File: config.mk
export PLATFORM = sky130hd
export DESIGN_NAME = sinc3_decim
export DESIGN_NICKNAME = d
export VERILOG_FILES = /design/src/rtl/sinc3_pkg.sv /design/src/rtl/sinc3_timing.sv /design/src/rtl/sinc3_integ.sv /design/src/rtl/sinc3_comb.sv /design/src/rtl/sinc3_decim.sv
export SDC_FILE = /design/constraint.sdc
export NUM_CORES = 2
export LEC_CHECK = 0
export CORE_ASPECT_RATIO = 0.7
export CORE_MARGIN = 1
export CORE_UTILIZATION = 59
export DETAILED_ROUTE_END_ITERATION = 7
export PLACE_DENSITY = 0.76
export SYNTH_ARGS = -nofsm -noshare
export SYNTH_HDL_FRONTEND = slang
export SYNTH_SLANG_ARGS = --single-unit
File: constraint.sdc
create_clock -name clk_i -period 8.4 [get_ports clk_i]
set_clock_uncertainty 0.05 [all_clocks]
set_input_delay 2.52 -clock clk_i [delete_from_list [all_inputs] [get_ports clk_i]]
set_output_delay 2.52 -clock clk_i [all_outputs]
set_load 0.1 [all_outputs]
File: src/rtl/sinc3_pkg.sv
package sinc3_pkg;
  typedef enum logic {
    PWR_HIRES  = 1'b0,
    PWR_LOWPWR = 1'b1
  } pwr_mode_e;
endpackage

File: src/rtl/sinc3_timing.sv
module sinc3_timing #(
  parameter int unsigned RATE_W     = 3,
  parameter int unsigned MIN_LOG2   = 4,
  parameter int unsigned MAX_LOG2   = 10,
  parameter int unsigned HR_DIV     = 4,
  parameter int unsigned LP_DIV     = 8,
  parameter int unsigned SETTLE_CNT = 4,
  localparam int unsigned LOG_W     = $clog2(MAX_LOG2 + 1),
  localparam int unsigned DIV_W     = $clog2(LP_DIV),
  localparam int unsigned SET_W     = $clog2(SETTLE_CNT)
) (
  input  logic             clk_i,
  input  logic             rst_ni,
  input  logic             en_i,
  input  sinc3_pkg::pwr_mode_e mode_i,
  input  logic [RATE_W-1:0] rate_i,
  output logic             tick_o,
  output logic             bnd_o,
  output logic             clear_o,
  output logic             emit_o,
  output logic             valid_o,
  output logic [LOG_W-1:0] log2n_o
);
  import sinc3_pkg::*;

  logic [DIV_W-1:0]    div_q, div_max;
  logic [MAX_LOG2-1:0] samp_q, n_last;
  logic [MAX_LOG2:0]   n_full;
  logic [RATE_W-1:0]   rate_q;
  logic [SET_W-1:0]    settle_q;
  logic                change;

  assign div_max = (mode_i == PWR_LOWPWR) ? DIV_W'(LP_DIV - 1) : DIV_W'(HR_DIV - 1);
  assign tick_o  = en_i && (div_q >= div_max);

  always_comb begin
    if (int'(rate_q) > int'(MAX_LOG2 - MIN_LOG2)) log2n_o = LOG_W'(MAX_LOG2);
    else                                          log2n_o = LOG_W'(MIN_LOG2 + int'(rate_q));
  end

  assign n_full  = {{MAX_LOG2{1'b0}}, 1'b1} << log2n_o;
  assign n_last  = MAX_LOG2'(n_full - 1'b1);
  assign bnd_o   = tick_o && (samp_q == n_last);
  assign change  = bnd_o && (rate_i != rate_q);
  assign clear_o = !en_i || change;
  assign emit_o  = bnd_o && !change && (settle_q == SET_W'(SETTLE_CNT - 1));

  always_ff @(posedge clk_i or negedge rst_ni) begin
    if (!rst_ni) begin
      div_q    <= '0;
      samp_q   <= '0;
      rate_q   <= '0;
      settle_q <= '0;
      valid_o  <= 1'b0;
    end else begin
      valid_o <= emit_o;
      if (!en_i) begin
        div_q    <= '0;
        samp_q   <= '0;
        rate_q   <= rate_i;
        settle_q <= '0;
      end else begin
        div_q <= tick_o ? '0 : div_q + 1'b1;
        if (bnd_o)       samp_q <= '0;
        else if (tick_o) samp_q <= samp_q + 1'b1;
        if (change) begin
          rate_q   <= rate_i;
          settle_q <= '0;
        end else if (bnd_o && settle_q != SET_W'(SETTLE_CNT - 1)) begin
          settle_q <= settle_q + 1'b1;
        end
      end
    end
  end

  AST_TICK_SPACING: assert property (@(posedge clk_i) disable iff (!rst_ni)
    tick_o |=> !tick_o);
  AST_VALID_SPACING: assert property (@(posedge clk_i) disable iff (!rst_ni)
    valid_o |=> !valid_o);
  AST_IDLE_QUIET: assert property (@(posedge clk_i) disable iff (!rst_ni)
    !en_i |=> (!valid_o && !tick_o));
  AST_RATE_HOLD: assert property (@(posedge clk_i) disable iff (!rst_ni)
    (en_i && !bnd_o) |=> $stable(rate_q));
endmodule

File: src/rtl/sinc3_integ.sv
module sinc3_integ #(
  parameter int unsigned ACC_W = 32
) (
  input  logic             clk_i,
  input  logic             rst_ni,
  input  logic             clear_i,
  input  logic             tick_i,
  input  logic             bit_i,
  output logic [ACC_W-1:0] acc_o
);
  logic [ACC_W-1:0] i1_q, i2_q, i3_q, x;

  assign x     = bit_i ? ACC_W'(1) : '1;
  assign acc_o = i3_q;

  // modular accumulators; wraparound cancels in the differentiators
  always_ff @(posedge clk_i or negedge rst_ni) begin
    if (!rst_ni) begin
      i1_q <= '0;
      i2_q <= '0;
      i3_q <= '0;
    end else if (clear_i) begin
      i1_q <= '0;
      i2_q <= '0;
      i3_q <= '0;
    end else if (tick_i) begin
      i1_q <= i1_q + x;
      i2_q <= i2_q + i1_q;
      i3_q <= i3_q + i2_q;
    end
  end

  AST_INTEG_CLEAR: assert property (@(posedge clk_i) disable iff (!rst_ni)
    clear_i |=> (i1_q == '0 && i2_q == '0 && i3_q == '0));
endmodule

File: src/rtl/sinc3_comb.sv
module sinc3_comb #(
  parameter int unsigned ACC_W = 32,
  parameter int unsigned OUT_W = 24,
  parameter int unsigned LOG_W = 4,
  localparam int unsigned EXT_W = ACC_W + OUT_W
) (
  input  logic             clk_i,
  input  logic             rst_ni,
  input  logic             clear_i,
  input  logic             bnd_i,
  input  logic             emit_i,
  input  logic [LOG_W-1:0] log2n_i,
  input  logic [ACC_W-1:0] acc_i,
  output logic [OUT_W-1:0] sample_o
);
  localparam logic signed [EXT_W-1:0] SAT_HI = {{(EXT_W-OUT_W+1){1'b0}}, {(OUT_W-1){1'b1}}};
  localparam logic signed [EXT_W-1:0] SAT_LO = {{(EXT_W-OUT_W+1){1'b1}}, {(OUT_W-1){1'b0}}};

  logic [ACC_W-1:0] c0_z, d1_z, d2_z, d1, d2, d3;
  logic signed [EXT_W-1:0] ext, scaled;
  logic [OUT_W-1:0] sat;
  int shift_s;

  assign d1 = acc_i - c0_z;
  assign d2 = d1 - d1_z;
  assign d3 = d2 - d2_z;

  // full scale N^3 = 2^(3*log2n) maps onto 2^(OUT_W-1)
  always_comb begin
    shift_s = 3 * int'(log2n_i) - int'(OUT_W - 1);
    ext     = {{OUT_W{d3[ACC_W-1]}}, d3};
    if (shift_s >= 0) scaled = ext >>> shift_s;
    else              scaled = ext <<< (-shift_s);
    if (scaled > SAT_HI)      sat = SAT_HI[OUT_W-1:0];
    else if (scaled < SAT_LO) sat = SAT_LO[OUT_W-1:0];
    else                      sat = scaled[OUT_W-1:0];
  end

  always_ff @(posedge clk_i or negedge rst_ni) begin
    if (!rst_ni) begin
      c0_z     <= '0;
      d1_z     <= '0;
      d2_z     <= '0;
      sample_o <= '0;
    end else if (clear_i) begin
      c0_z <= '0;
      d1_z <= '0;
      d2_z <= '0;
    end else if (bnd_i) begin
      c0_z <= acc_i;
      d1_z <= d1;
      d2_z <= d2;
      if (emit_i) sample_o <= sat;
    end
  end

  AST_COMB_CLEAR: assert property (@(posedge clk_i) disable iff (!rst_ni)
    clear_i |=> (c0_z == '0 && d1_z == '0 && d2_z == '0));
  AST_SAMPLE_HOLD: assert property (@(posedge clk_i) disable iff (!rst_ni)
    !emit_i |=> $stable(sample_o));
endmodule

File: src/rtl/sinc3_decim.sv
module sinc3_decim #(
  parameter int unsigned NUM_CH   = 2,
  parameter int unsigned OUT_W    = 24,
  parameter int unsigned RATE_W   = 3,
  parameter int unsigned MIN_LOG2 = 4,
  parameter int unsigned MAX_LOG2 = 10,
  parameter int unsigned HR_DIV   = 4,
  parameter int unsigned LP_DIV   = 8,
  parameter int unsigned SETTLE_CNT = 4,
  localparam int unsigned ACC_W   = 3 * MAX_LOG2 + 2,
  localparam int unsigned LOG_W   = $clog2(MAX_LOG2 + 1)
) (
  input  logic                    clk_i,
  input  logic                    rst_ni,
  input  logic                    en_i,
  input  logic                    mode_i,
  input  logic [RATE_W-1:0]       rate_i,
  input  logic [NUM_CH-1:0]       mod_bit_i,
  output logic                    mod_tick_o,
  output logic                    valid_o,
  output logic [NUM_CH*OUT_W-1:0] sample_o
);
  import sinc3_pkg::*;

  logic             bnd, clear, emit;
  logic [LOG_W-1:0] log2n;
  pwr_mode_e        mode;

  assign mode = pwr_mode_e'(mode_i);

  sinc3_timing #(
    .RATE_W(RATE_W), .MIN_LOG2(MIN_LOG2), .MAX_LOG2(MAX_LOG2),
    .HR_DIV(HR_DIV), .LP_DIV(LP_DIV), .SETTLE_CNT(SETTLE_CNT)
  ) i_timing (
    .clk_i(clk_i), .rst_ni(rst_ni), .en_i(en_i), .mode_i(mode), .rate_i(rate_i),
    .tick_o(mod_tick_o), .bnd_o(bnd), .clear_o(clear), .emit_o(emit),
    .valid_o(valid_o), .log2n_o(log2n)
  );

  for (genvar c = 0; c < NUM_CH; c++) begin : g_ch
    logic [ACC_W-1:0] acc;

    sinc3_integ #(.ACC_W(ACC_W)) i_integ (
      .clk_i(clk_i), .rst_ni(rst_ni), .clear_i(clear), .tick_i(mod_tick_o),
      .bit_i(mod_bit_i[c]), .acc_o(acc)
    );

    sinc3_comb #(.ACC_W(ACC_W), .OUT_W(OUT_W), .LOG_W(LOG_W)) i_comb (
      .clk_i(clk_i), .rst_ni(rst_ni), .clear_i(clear), .bnd_i(bnd), .emit_i(emit),
      .log2n_i(log2n), .acc_i(acc), .sample_o(sample_o[c*OUT_W +: OUT_W])
    );
  end

  AST_RESET_VALUE: assert property (@(posedge clk_i)
    !rst_ni |=> (!valid_o && sample_o == '0));
endmodule

==> run_results.csv <==
group,metric,value,unit
yosys,netlist_instances,5347,
worst_setup_path,cpPeakStageDelay,0.54,ns
sta,slew-limit-headroom,15.4,%
die,die_h,224,um
routing,antenna_left,0,
layout,area_delta_synth_final,22.7,%
layout,n_antenna_cell,0,
worst_setup_path,reg2reg_to,"g_ch[1].i_comb.sample_o[1]",
placed_design,place_hpwl,90500,um
global_routing,antenna_found_initial,1,
yosys,synth_ff_type,"dfrtp_1",
routing,wl_met3,11100,um
yosys,async_flop_share,100,%
yosys,synth_edf_count,0,
yosys,yosysSeqAreaShare,27.1,%
sta,setup_violations,37,
sta,final.setup.tns,-3.21,ns
yosys,synth_common_cells,"nand2_1 (702), o21ai_0 (600), dfrtp_1 (451), nor2_1 (431), a21oi_1 (394)",
placed_design,dpl_cell_area,0.0465,mm2
sta,worstMarginPinSlew,1.27,ns
sta,max_freq,0.117,GHz
worst_setup_path,cpMostUsedCell,"buf_4",
global_routing,grt-ovfl-total,0,
die,fp-row-count,81,
routing,drcViolationCount,1,
yosys,synth.ff_latch_count,451,
die,die_area,0.0718,mm2
clocking,cts_hold_buf,0,
die,initial_core_util,59.6,%
routing,top_layer,"met4",
placed_design,io_buffers,58,
routing,drtPass1Iterations,8,
status,violations,"design-rule violations, negative setup slack",
routing,m1WireLength,59600,um
clocking,cts-root-buf,"clkbuf_16",
sta,rsz0062_at_grt,"yes",
yosys,synth.distinct_cells,93,
status,status,"finished, violations left",
routing,routed_via_density,6.25,
die,io_pins,59,
die,die_w,320,um
worst_setup_path,r2r_setup_slack,-0.13,ns
clocking,cts_buffers,49,
routing,drtIter0Drc,4459,
routing,routedWlPerCell,19.2,um
yosys,yosysWarnings,0,
clocking,clk_pin_slew,0.07,ns
min_path,min_path_type,"reg2reg",
yosys,syn_area,0.0417,mm2
sta,slew_viol_final,0,
worst_setup_path,start_kind,"register",
layout,drive_gt1_share,18.9,%
layout,final_nets,6213,
worst_setup_path,r2r-start,"g_ch[1].i_integ.acc_o[1]",
clocking,cts_buffer_depth,3,
sta,fin_crit_sh,102,%
clocking,cts_tree,"done",
min_path,min_path_cells,1,
routing,vias,42300,
routing,wl_met2,55900,um
sta,min_period,8.53,ns
clocking,clk_latency,0.65,ns
global_routing,globalRouteTotalUtil,34.2,%
flow_run,max_cap_violations,0,
clocking,clock_sinks,451,
global_routing,grt_max_degree,233,
yosys,yosysTopAreaCell,"dfrtp_1",
worst_setup_path,cpMaxStageDelayCell,"or4b_4",
sta,setup_ws,-0.127,ns
die,coreArea,0.0699,mm2
global_routing,grt_pass1_wl,203000,um
layout,postLayoutCoreUtil,73.2,%
worst_setup_path,cp_max_fo,6,
layout,final_area,0.0512,mm2
worst_setup_path,rr_worst_depth,42,
yosys,synth_area_leaders,"dfrtp_1 (27%), ha_1 (12%), o21ai_0 (7.2%), nand2_1 (6.3%), a21oi_1 (4.7%)",
yosys,synth_top_area_share,27.1,%
yosys,synth_most_common_cell,"nand2_1",
yosys,avgSynthCellArea,7.80,um2
clocking,htreeDepth,2,
worst_setup_path,setup.worst_path.end_class,"register",
sta,hold_violations,0,
worst_setup_path,crit_required,8.87,ns
min_path,min_to,"i_timing.div_q[0]",
min_path,worstHoldStart,"i_timing.div_q[0]",
routing,wirelength,130000,um
global_routing,grt_pass1_vias,38600,
worst_setup_path,crit_type,"reg2reg",
worst_setup_path,cp.arrival,9.00,ns
placed_design,gp_congestion,1.05,
-- cell families after synthesis --
group / Yosys count / share of synthesized area [%]
AO/OA/AOI/OAI: 1823 / 27.9
AND/OR/NAND/NOR: 1704 / 18.2
buffers and inverters: 541 / 4.93
flip-flops: 451 / 27.1
adder cells (fa/ha/maj): 396 / 12.1
XOR/XNOR: 325 / 6.98
multiplexers: 106 / 2.81
other: 1 / 0.00899
-- per-stage QoR --
stage	setup WS, ns	std cells	hold WS (ns)
CTS	-0.122	6704	0.419
global placement	-0.624	6566	0.406
finish	-0.127	6760	0.418
floorplan	0.0241	5348	0.383
global route	-0.484	6760	0.441
detailed placement	-0.900	6566	0.403
-- worst max-delay path, delay by kind of cell, from the launching register on --
| kind | cells | cell delay, ns |
|---|---|---|
| fa+ha+maj | 3 | 0.94 |
| simple gates | 6 | 1.73 |
| buf+inv | 11 | 1.65 |
| compound gates | 19 | 3.19 |
| flops | 1 | 0.38 |
| xor+xnor | 3 | 0.45 |
-- cell usage in the layout, fill, tap and decap left out, types with 18 or more instances in the layout --
master           count
nand2_1            672
buf_4              564
o21ai_0            539
dfrtp_1            451
nor2_1             415
ha_1               363
a21oi_1            330
inv_1              285
xnor2_1            156
xor2_1             126
a21o_1             121
nand3_1            111
nor3_1             104
mux2i_1             77
nand2b_1            64
o31ai_1             60
a21oi_2             58
a211oi_1            57
clkdlybuf4s50_1     56
o21a_1              55
and3_1              53
o211ai_1            53
clkbuf_16           52
nor2b_1             45
a22o_1              45
or3_1               40
o21ai_2             37
a31oi_1             37
xnor2_2             31
nand4_1             29
o21ai_1             28
o221ai_1            27
or2_2               25
o21bai_1            25
a22oi_1             24
and2_1              23
o22ai_1             23
nand2_4             19
a211o_1             18
ha_4                18
-- layout make-up --
type,instances,area (um2)
clock buffer,64,1370
clock inverter,26,380
fill,5235,18800
inverter,291,1090
multi-input combinational,4356,30400
sequential,451,11300
tap,913,1140
timing repair buffer,659,5460
-- worst max-delay path by stage --
stage                                  start                          end  slack, ns  cells past startpoint
floorplan           g_ch[1].i_integ.acc_o[0]  g_ch[1].i_comb.sample_o[12]       0.02                     39
global placement    g_ch[1].i_integ.acc_o[0]  g_ch[1].i_comb.sample_o[12]      -0.62                     46
detailed placement  g_ch[1].i_integ.acc_o[0]   g_ch[1].i_comb.sample_o[9]      -0.90                     45
CTS                   g_ch[1].i_comb.c0_z[0]   g_ch[1].i_comb.sample_o[9]      -0.12                     42
global route          g_ch[1].i_comb.c0_z[0]   g_ch[1].i_comb.sample_o[9]      -0.48                     42
finish              g_ch[1].i_integ.acc_o[1]   g_ch[1].i_comb.sample_o[1]      -0.13                     42
-- routing by layer --
metal / track usage, % / vias up
li1: - / 20200
met1: 51.2 / 20000
met2: 50.7 / 1756
met3: 6.36 / 260
met4: 7.54 / 0
met5: 0.202 / -
-- timing repair --
action	in CTS	in global routing
cloned	5	5
endpoints found under the setup margin	46	46
pin swaps	83	211
endpoints found under the hold margin	0	0
buffers inserted	44	54
resized for setup	122	360
-- flip-flops by register name, summed over array words and instances (netlist names) --
name                  cells
i_timing.settle_q         2
g_ch.i_comb.sample_o     48
g_ch.i_comb.d1_z         64
g_ch.i_integ.i1_q        64
g_ch.i_integ.acc_o       64
i_timing.samp_q          10
i_timing.div_q            3
g_ch.i_comb.d2_z         64
g_ch.i_integ.i2_q        64
i_timing.rate_q           3
g_ch.i_comb.c0_z         64
i_timing.valid_o          1
Power is not shown: default switching activity piles up to over one toggle a cycle in this logic, so the estimate is an artifact.
